==> config.mk <==
export PLATFORM = sky130hd
export DESIGN_NAME = audio_clk_gen
export DESIGN_NICKNAME = d
export VERILOG_FILES = /design/src/rtl/acg_pkg.sv /design/src/rtl/acg_bit_div.sv /design/src/rtl/acg_frame_seq.sv /design/src/rtl/audio_clk_gen.sv
export SDC_FILE = /design/constraint.sdc
export NUM_CORES = 1
export LEC_CHECK = 0
export CAP_MARGIN = 20
export CELL_PAD_IN_SITES_DETAIL_PLACEMENT = 0
export CELL_PAD_IN_SITES_GLOBAL_PLACEMENT = 1
export CORE_MARGIN = 4
export CORE_UTILIZATION = 39
export DETAILED_ROUTE_END_ITERATION = 16
export PLACE_DENSITY_LB_ADDON = 0.1
export SLEW_MARGIN = 0
export SYNTH_ARGS = -nofsm -noshare
export SYNTH_HDL_FRONTEND = slang
export SYNTH_SLANG_ARGS = --single-unit
==> constraint.sdc <==
create_clock -name clk -period 2.4 [get_ports clk]
set_input_delay 0.36 -clock clk [delete_from_list [all_inputs] [get_ports clk]]
set_output_delay 0.36 -clock clk [all_outputs]
set_load 0.005 [all_outputs]
==> src/rtl/acg_pkg.sv <==
package acg_pkg;
  localparam int SYNC_CODE_W = 3;
  localparam int SYNC_LEN_W  = 5;

  // Long sync width in bit periods for a given code
  function automatic logic [SYNC_LEN_W-1:0] sync_width(input logic [SYNC_CODE_W-1:0] code);
    case (code)
      3'd0:    sync_width = 5'd6;
      3'd1:    sync_width = 5'd13;
      3'd2:    sync_width = 5'd14;
      3'd3:    sync_width = 5'd15;
      default: sync_width = 5'd16;
    endcase
  endfunction
endpackage

==> src/rtl/acg_bit_div.sv <==
module acg_bit_div #(
  parameter int W = 8
) (
  input  logic         clk,
  input  logic         rst_n,
  input  logic         en,
  input  logic         tick,
  input  logic [W-1:0] div,
  output logic         adv,
  output logic         first,
  output logic         bclk,
  output logic         edge_q
);
  logic [W-1:0] cnt;
  logic         running;
  logic [W-1:0] divc;
  logic [W:0]   half;
  logic [W:0]   nxt;

  assign divc  = (div == '0) ? W'(1) : div;
  assign half  = ({1'b0, divc} + (W+1)'(1)) >> 1;
  assign nxt   = {1'b0, cnt} + (W+1)'(1);
  assign first = !running;
  assign adv   = en && tick && (!running || cnt == divc);

  always_ff @(posedge clk or negedge rst_n) begin
    if (!rst_n) begin
      cnt     <= '0;
      running <= 1'b0;
      bclk    <= 1'b0;
      edge_q  <= 1'b0;
    end else if (!en) begin
      cnt     <= '0;
      running <= 1'b0;
      bclk    <= 1'b0;
      edge_q  <= 1'b0;
    end else begin
      edge_q <= adv;
      if (adv) begin
        running <= 1'b1;
        cnt     <= '0;
        bclk    <= 1'b1;
      end else if (tick) begin
        cnt <= nxt[W-1:0];
        if (nxt == half) bclk <= 1'b0;
      end
    end
  end
endmodule

==> src/rtl/acg_frame_seq.sv <==
module acg_frame_seq
  import acg_pkg::*;
#(
  parameter int FW        = 7,
  parameter int MIN_FRAME = 16
) (
  input  logic                   clk,
  input  logic                   rst_n,
  input  logic                   en,
  input  logic                   adv,
  input  logic                   first,
  input  logic [FW-1:0]          fdiv,
  input  logic                   long_mode,
  input  logic [SYNC_CODE_W-1:0] code,
  output logic                   boundary,
  output logic                   fsync,
  output logic                   frame_start
);
  localparam logic [FW-1:0] FLOOR = FW'(MIN_FRAME - 1);

  logic [FW-1:0]         fbit;
  logic [FW-1:0]         fmax;
  logic [FW:0]           fnext;
  logic [SYNC_LEN_W-1:0] len;

  assign fmax     = (fdiv < FLOOR) ? FLOOR : fdiv;
  assign fnext    = {1'b0, fbit} + (FW+1)'(1);
  assign len      = sync_width(code);
  assign boundary = adv && (first || fbit == fmax);

  always_ff @(posedge clk or negedge rst_n) begin
    if (!rst_n) begin
      fbit        <= '0;
      fsync       <= 1'b0;
      frame_start <= 1'b0;
    end else if (!en) begin
      fbit        <= '0;
      fsync       <= 1'b0;
      frame_start <= 1'b0;
    end else begin
      frame_start <= boundary;
      if (boundary) begin
        fbit  <= '0;
        fsync <= 1'b1;
      end else if (adv) begin
        fbit  <= fnext[FW-1:0];
        fsync <= long_mode && (fnext < (FW+1)'(len));
      end
    end
  end
endmodule

==> src/rtl/audio_clk_gen.sv <==
module audio_clk_gen
  import acg_pkg::*;
#(
  parameter int BDIV_W    = 8,
  parameter int FDIV_W    = 7,
  parameter int MIN_FRAME = 16
) (
  input  logic              clk,
  input  logic              rst_n,
  input  logic              enable,
  input  logic              src_sel,
  input  logic              tick_a,
  input  logic              tick_b,
  input  logic [BDIV_W-1:0] bit_div,
  input  logic [FDIV_W-1:0] frame_div,
  input  logic              long_sync,
  input  logic [2:0]        sync_len,
  output logic              bclk,
  output logic              bclk_edge,
  output logic              fsync,
  output logic              frame_start
);
  logic                   sel_sh;
  logic [BDIV_W-1:0]      bdiv_sh;
  logic [FDIV_W-1:0]      fdiv_sh;
  logic                   long_sh;
  logic [SYNC_CODE_W-1:0] code_sh;
  logic                   tick;
  logic                   adv;
  logic                   first;
  logic                   boundary;

  // Settings are captured while idle and at each frame boundary
  always_ff @(posedge clk or negedge rst_n) begin
    if (!rst_n) begin
      sel_sh  <= 1'b0;
      bdiv_sh <= '0;
      fdiv_sh <= '0;
      long_sh <= 1'b0;
      code_sh <= '0;
    end else if (!enable || boundary) begin
      sel_sh  <= src_sel;
      bdiv_sh <= bit_div;
      fdiv_sh <= frame_div;
      long_sh <= long_sync;
      code_sh <= sync_len;
    end
  end

  assign tick = sel_sh ? tick_b : tick_a;

  acg_bit_div #(.W(BDIV_W)) u_bit (
    .clk    (clk),
    .rst_n  (rst_n),
    .en     (enable),
    .tick   (tick),
    .div    (bdiv_sh),
    .adv    (adv),
    .first  (first),
    .bclk   (bclk),
    .edge_q (bclk_edge)
  );

  acg_frame_seq #(.FW(FDIV_W), .MIN_FRAME(MIN_FRAME)) u_frm (
    .clk         (clk),
    .rst_n       (rst_n),
    .en          (enable),
    .adv         (adv),
    .first       (first),
    .fdiv        (fdiv_sh),
    .long_mode   (long_sh),
    .code        (code_sh),
    .boundary    (boundary),
    .fsync       (fsync),
    .frame_start (frame_start)
  );
endmodule

* After elaboration in Yosys (flattened, before gate mapping)
Index checks and enable logic that the tools add are counted.
** Storage, ports and cells
- Output and inout bits :: 4
- Logic and storage cells :: 60
- Input port bits :: 25
- Register bits after elaboration :: 40
** Operators by class
- Mux-type cells :: 21
- $add $sub $neg :: 3
- $lt $le $gt $ge :: 2
- Equality and inequality tests :: 10
- Reductions and logical operators :: 12
** Operators with widths (count)
- two-way mux 8 bit :: 4
- two-way mux 7 bit :: 4
- case mux 5 bit (4 select lines) :: 1
- adder 8 x 1 -> 9 bit, second input constant :: 2
- two-way mux 1 bit :: 12
- equality test 9 x 8 -> 1 bit :: 1
- != test 3 x 1 -> 1 bit, second input constant :: 3
- adder 7 x 1 -> 8 bit, second input constant :: 1
- equality test 8 bit :: 1
- logical NOT 8 bit :: 1
- less-than comparator 8 x 5 -> 1 bit :: 1
- equality test 7 bit :: 1
- less-than comparator 7 x 4 -> 1 bit, second input constant :: 1
- equality test 3 x 2 -> 1 bit, second input constant :: 2
- logical AND 1 bit :: 4
- equality test 3 x 1 -> 1 bit, second input constant :: 1
- logical NOT 3 bit :: 1
- logical OR 1 bit :: 3
- logical NOT 1 bit :: 2
- != test 2 x 1 -> 1 bit, second input constant :: 1
- AND reduction 2 bit :: 1

* Logic depth before layout (Yosys ltp)
- Depth after elaboration :: 8
- Depth in mapped cells :: 10
- Depth with buffers taken out :: 10

* By module
From an unflattened synthesis, not the netlist that was laid out.
** Unflattened totals
- Cell total of the unflattened synthesis :: 265
- Area total of the unflattened synthesis :: 2691.3 um^2
** Modules (own cells, without submodules)
- acg_bit_div :: instances 1, area each 1119.8 um^2, cells an instance 134, seq. area each 275.3 um^2
- audio_clk_gen :: instances 1, area each 848.3 um^2, cells an instance 44, seq. area each 500.5 um^2
- acg_frame_seq :: instances 1, area each 723.2 um^2, cells an instance 87, seq. area each 225.2 um^2

* Least setup slack after synthesis
No wires, ideal clock.
- Kind :: register to register
- From :: register u_bit.cnt[0]
- To :: register u_bit.bclk
- Buffers on the path :: 0
- Stages on the path, launching flop included :: 9
- Arrival :: 2.133 ns
- Required time :: 2.317 ns
- Path slack :: 0.185 ns
- Clock period less this slack :: 2.215 ns
- Setup time :: 0.083 ns
- Path through :: dfrtp_1 > ha_1 > and3_1 > and3_1 > xor2_1 > or3_1 > a21oi_1 > or4_1 > o21ai_0
** Between the ends
- Word-level cells in the longest chain between the ends :: 5
- Elaborated cells between the ends (all ways) :: 10
- Classes of those cells :: add/sub (1); eq/ne (4); mux (2); reduce/logical (3)
** Ends and longest elaborated chain
- start: declaration :: RTL line acg_bit_div.sv:14 : logic [W-1:0] cnt;
- start signal: assignment :: RTL line acg_bit_div.sv:44 : cnt <= nxt[W-1:0];
- parallel branches: the longest is 5 deep, another holds adder 8 x 1 -> 9 bit
- end signal: assignment :: RTL line acg_bit_div.sv:30 : bclk <= 1'b0;
- end signal: assignment :: RTL line acg_bit_div.sv:35 : bclk <= 1'b0;
- end signal: assignment :: RTL line acg_bit_div.sv:42 : bclk <= 1'b1;
- end: declaration :: RTL line acg_bit_div.sv:11 : output logic bclk,
Several ways; the timed one is not identified.
A chain may end at the register's enable or synchronous reset.

* Worst setup path after layout
- From :: register fdiv_sh[4]
- To :: register sel_sh
** Between the ends
- Word-level cells in the longest chain between the ends :: 6
** Ends and longest elaborated chain
- start: declaration :: RTL line audio_clk_gen.sv:25 : logic [FDIV_W-1:0] fdiv_sh;
- start signal: assignment :: RTL line audio_clk_gen.sv:44 : fdiv_sh <= frame_div;
- less-than comparator 7 x 4 -> 1 bit :: RTL line acg_frame_seq.sv:26 : assign fmax = (fdiv < FLOOR) ? FLOOR : fdiv;
- two-way mux 7 bit * :: RTL line acg_frame_seq.sv:26
- equality test 7 bit * :: RTL line acg_frame_seq.sv:29 : assign boundary = adv && (first || fbit == fmax);
- logical OR 1 bit * :: RTL line acg_frame_seq.sv:29
- logical AND 1 bit * :: RTL line acg_frame_seq.sv:29
- logical OR 1 bit * :: RTL line audio_clk_gen.sv:41 : end else if (!enable || boundary) begin
- end signal: assignment :: RTL line audio_clk_gen.sv:42 : sel_sh <= src_sel;
- end: declaration :: RTL line audio_clk_gen.sv:23 : logic sel_sh;
Mark *: on every way between the ends. The rest lies on a longest branch, timed or not.

==> results.py <==
metrics = {
    "status": {
        "status": "complete, but fails checks",
        "violations": "hold timing",
    },
    "grt": {
        "grt_pass1_vias": 2037,
        "antenna_found_initial": 0,
        "globalRoute.totalOverflow": 0,
        "grt_pass1_wl_um": 9780,
        "grt_max_degree": 25,
        "grt_usage_pct": 16.4,
    },
    "final_layout": {
        "final.fill_count": 572,
        "drive_above_1_share_pct": 20.5,
        "fin_nets": 342,
        "stdcell_count": 387,
        "syn2layout_area_growth_pct": 28.2,
        "final_util_pct": 52.9,
        "antennaDiodeCount": 0,
    },
    "critical_path": {
        "end_kind": "flip-flop",
        "crit_type": "reg2reg",
        "r2r_setup_slack_ps": 100,
        "cp.depth": 8,
        "ff2ff_path_depth": 8,
        "path_delay_family": "simple AND/OR/NAND/NOR gates",
        "crit_buf_inv": 1,
        "crit_chain": "nor3_4, o21a_1, o21ai_1, or4_4, o21ai_2, a21oi_2, buf_12, mux2_1",
        "crit_path_max_incr_delay_ps": 540,
        "r2r-end": "sel_sh$_DFFE_PN0P_",
        "crit_required_ps": 2570,
        "r2r-start": "fdiv_sh[4]$_DFFE_PN0P_",
        "arrival_ps": 2480,
        "slowest_stage": "or4_4",
        "cp-start-kind": "flip-flop",
        "cp_max_fo": 13,
    },
    "clock_tree": {
        "clk_pin_slew_worst_paths_ps": 80,
        "cts_tree": "built",
        "clockBufferDepth": 2,
        "cts_max_level": 2,
        "cts_buffers": 5,
        "cts-root-buf": "clkbuf_8",
        "clk_latency_ps": 290,
        "cts_hold_buf": 0,
        "clock_sinks": 40,
    },
    "timing": {
        "clock.fmax_ghz": 0.434,
        "setup_tns_ps": 0,
        "fin_ws_ps": 95.7,
        "rsz0062_at_grt": "true",
        "fin_hold_ws_ps": -4.45,
        "fin_crit_sh_pct": 96.0,
        "hold_viol": 8,
        "finalSetupViolCount": 0,
        "final.setup_skew_ps": 7.75,
        "slew_viol_final": 0,
        "worstMarginPinSlew_ps": 575,
        "slew_headroom_pct": 61.4,
        "fin_crit_ps": 2300,
    },
    "logic_synthesis": {
        "synthTopCellsByArea": "dfrtp_1 (40%), mux2_1 (8.6%), xnor2_1 (7.7%)",
        "netlist.area_leader.share_pct": 40.0,
        "synthCells": 257,
        "ys.flop_type": "dfrtp_1",
        "synth_edf_count": 0,
        "seq_area_frac_synth_pct": 40.0,
        "synth-seq-cells": 40,
        "synthesis.area_um2": 2500,
        "yosysTopAreaCell": "dfrtp_1",
        "syn_nets": 288,
        "synthDistinctLibCells": 50,
        "ys_warn_count": 0,
        "synth.avg_cell_area_um2": 9.73,
        "async_flop_share_pct": 100,
    },
    "floorplan": {
        "dieArea_um2": 7750,
        "coreArea_um2": 6060,
        "initial_core_util_pct": 41.2,
        "rows": 28,
        "die_x_um": 88.1,
        "fp.dieH_um": 88.1,
        "io_pins": 29,
    },
    "routing": {
        "drtAntennaViolNets": 0,
        "met3_length_um": 155,
        "highest_layer": "met4",
        "dr.pass1.iters": 4,
        "drt_first_iter_violations": 63,
        "num_vias": 2011,
        "vias_per_cell": 5.20,
        "wl_met1_um": 2600,
        "wl_met2_um": 3060,
        "wl_um": 5890,
        "drc_errors": 0,
        "wire_per_inst_um": 15.2,
    },
    "min_path": {
        "hold_class": "in2async",
    },
    "pwr": {
        "p_leak_nw": 1.35,
        "peakVddDrop_mv": 0.276,
        "powerDensity_nw_per_um2": 512,
    },
    "placement": {
        "hpwl_um": 4590,
        "place_ws_ps": 85.2,
        "place_inst": 376,
        "place.gp.congestion": 0.849,
        "numPortBuffers": 28,
    },
    "job": {
        "max_cap_viol_count": 0,
    },
}
[through the flow]
step                cell area [µm²]  total power, mW
finish                         3200             1.64
global placement               3030             1.16
floorplan                      2500            0.992
detailed placement             3030             1.16
global route                   3200             1.75
CTS                            3120             1.64
[Yosys cell counts, types with 2 or more instances]
master	instances
a21boi_0	3
a21o_1	3
a21oi_1	14
a311oi_1	2
a31o_2	2
a31oi_1	2
and3_1	3
buf_2	4
buf_6	2
clkbuf_1	6
dfrtp_1	40
ha_1	6
inv_1	12
mux2_1	19
mux2_2	2
mux2i_1	2
nand2_1	18
nand3_1	11
nand3b_1	3
nand4_1	3
nand4b_1	2
nor2_1	16
nor2b_1	2
nor3_1	8
nor3b_1	2
o21ai_0	14
o21ai_1	2
o21bai_1	2
or3_1	2
or4_1	2
xnor2_1	22
xor2_1	8
[worst max-delay path by stage]
stage | from | endpoint | slack (ps)
after floorplan | u_bit.cnt[0]$_DFFE_PN0P_ | u_bit.bclk$_DFFE_PN0P_ | 180
after global placement | bdiv_sh[5]$_DFFE_PN0P_ | u_frm.fbit[4]$_DFFE_PN0P_ | 40
after global routing | bdiv_sh[3]$_DFFE_PN0P_ | u_frm.fbit[4]$_DFFE_PN0P_ | -40
final | fdiv_sh[4]$_DFFE_PN0P_ | sel_sh$_DFFE_PN0P_ | 100
after detailed placement | fdiv_sh[6]$_DFFE_PN0P_ | fdiv_sh[2]$_DFFE_PN0P_ | 90
after CTS | bdiv_sh[5]$_DFFE_PN0P_ | u_frm.fbit[4]$_DFFE_PN0P_ | 60
[area by class of cell]
class	count	area, µm²	area share, %
timing repair buffer	59	524	16.4
tap	75	93.8	2.93
inverter	12	45.0	1.41
sequential	40	1000	31.3
clock buffer	8	90.1	2.81
multi-input combinational	193	1450	45.2
[registers in the layout, summed over array words and instances (netlist names)]
register,flops
bdiv_sh,8
u_bit.cnt,8
fdiv_sh,7
u_frm.fbit,7
code_sh,3
long_sh,1
sel_sh,1
u_bit.bclk,1
u_bit.edge_q,1
u_bit.running,1
u_frm.frame_start,1
u_frm.fsync,1
[routing by layer]
layer	global-route usage, %	vias up
met5	0	-
met2	28.4	19
li1	-	1022
met3	3.57	6
met4	4.81	0
met1	20.6	964
[cells in the final DEF (no fill, tap or decap), types with 3 or more instances in the layout]
| cell type | count |
|---|---|
| nand2_1 | 18 |
| a21boi_0 | 3 |
| mux2_1 | 9 |
| xnor2_1 | 22 |
| buf_4 | 29 |
| xor2_1 | 7 |
| o21ai_1 | 3 |
| o21ai_0 | 12 |
| nand4_1 | 3 |
| and3_1 | 3 |
| clkbuf_8 | 6 |
| mux2_4 | 10 |
| dfrtp_1 | 39 |
| clkdlybuf4s50_1 | 27 |
| ha_1 | 6 |
| a21oi_1 | 13 |
| inv_1 | 12 |
| a21o_1 | 3 |
| nand3_1 | 10 |
| nor2_1 | 15 |
| nor3_1 | 8 |
| nand3b_1 | 3 |
[what timing repair did]
item                                    CTS  global route
resized for setup                         0            18
setup buffers                             0             3
hold endpoints to repair                  0             0
endpoints found under the setup margin    0            23
[cell families after synthesis]
logic type      synth area share (%)
xor+xnor                        10.5
compound gates                  13.5
mux                             10.3
flops                           40.0
fa+ha+maj                       3.00
simple gates                    18.3
buf+inv                         4.40
[power by group]
group,total (mW),leakage [nW],switching (mW),internal [mW]
logic,0.393,0.800,0.174,0.220
clock network,0.465,0.0455,0.231,0.235
registers,0.782,0.505,0.0561,0.726
Power figures use the tool's default switching activity.
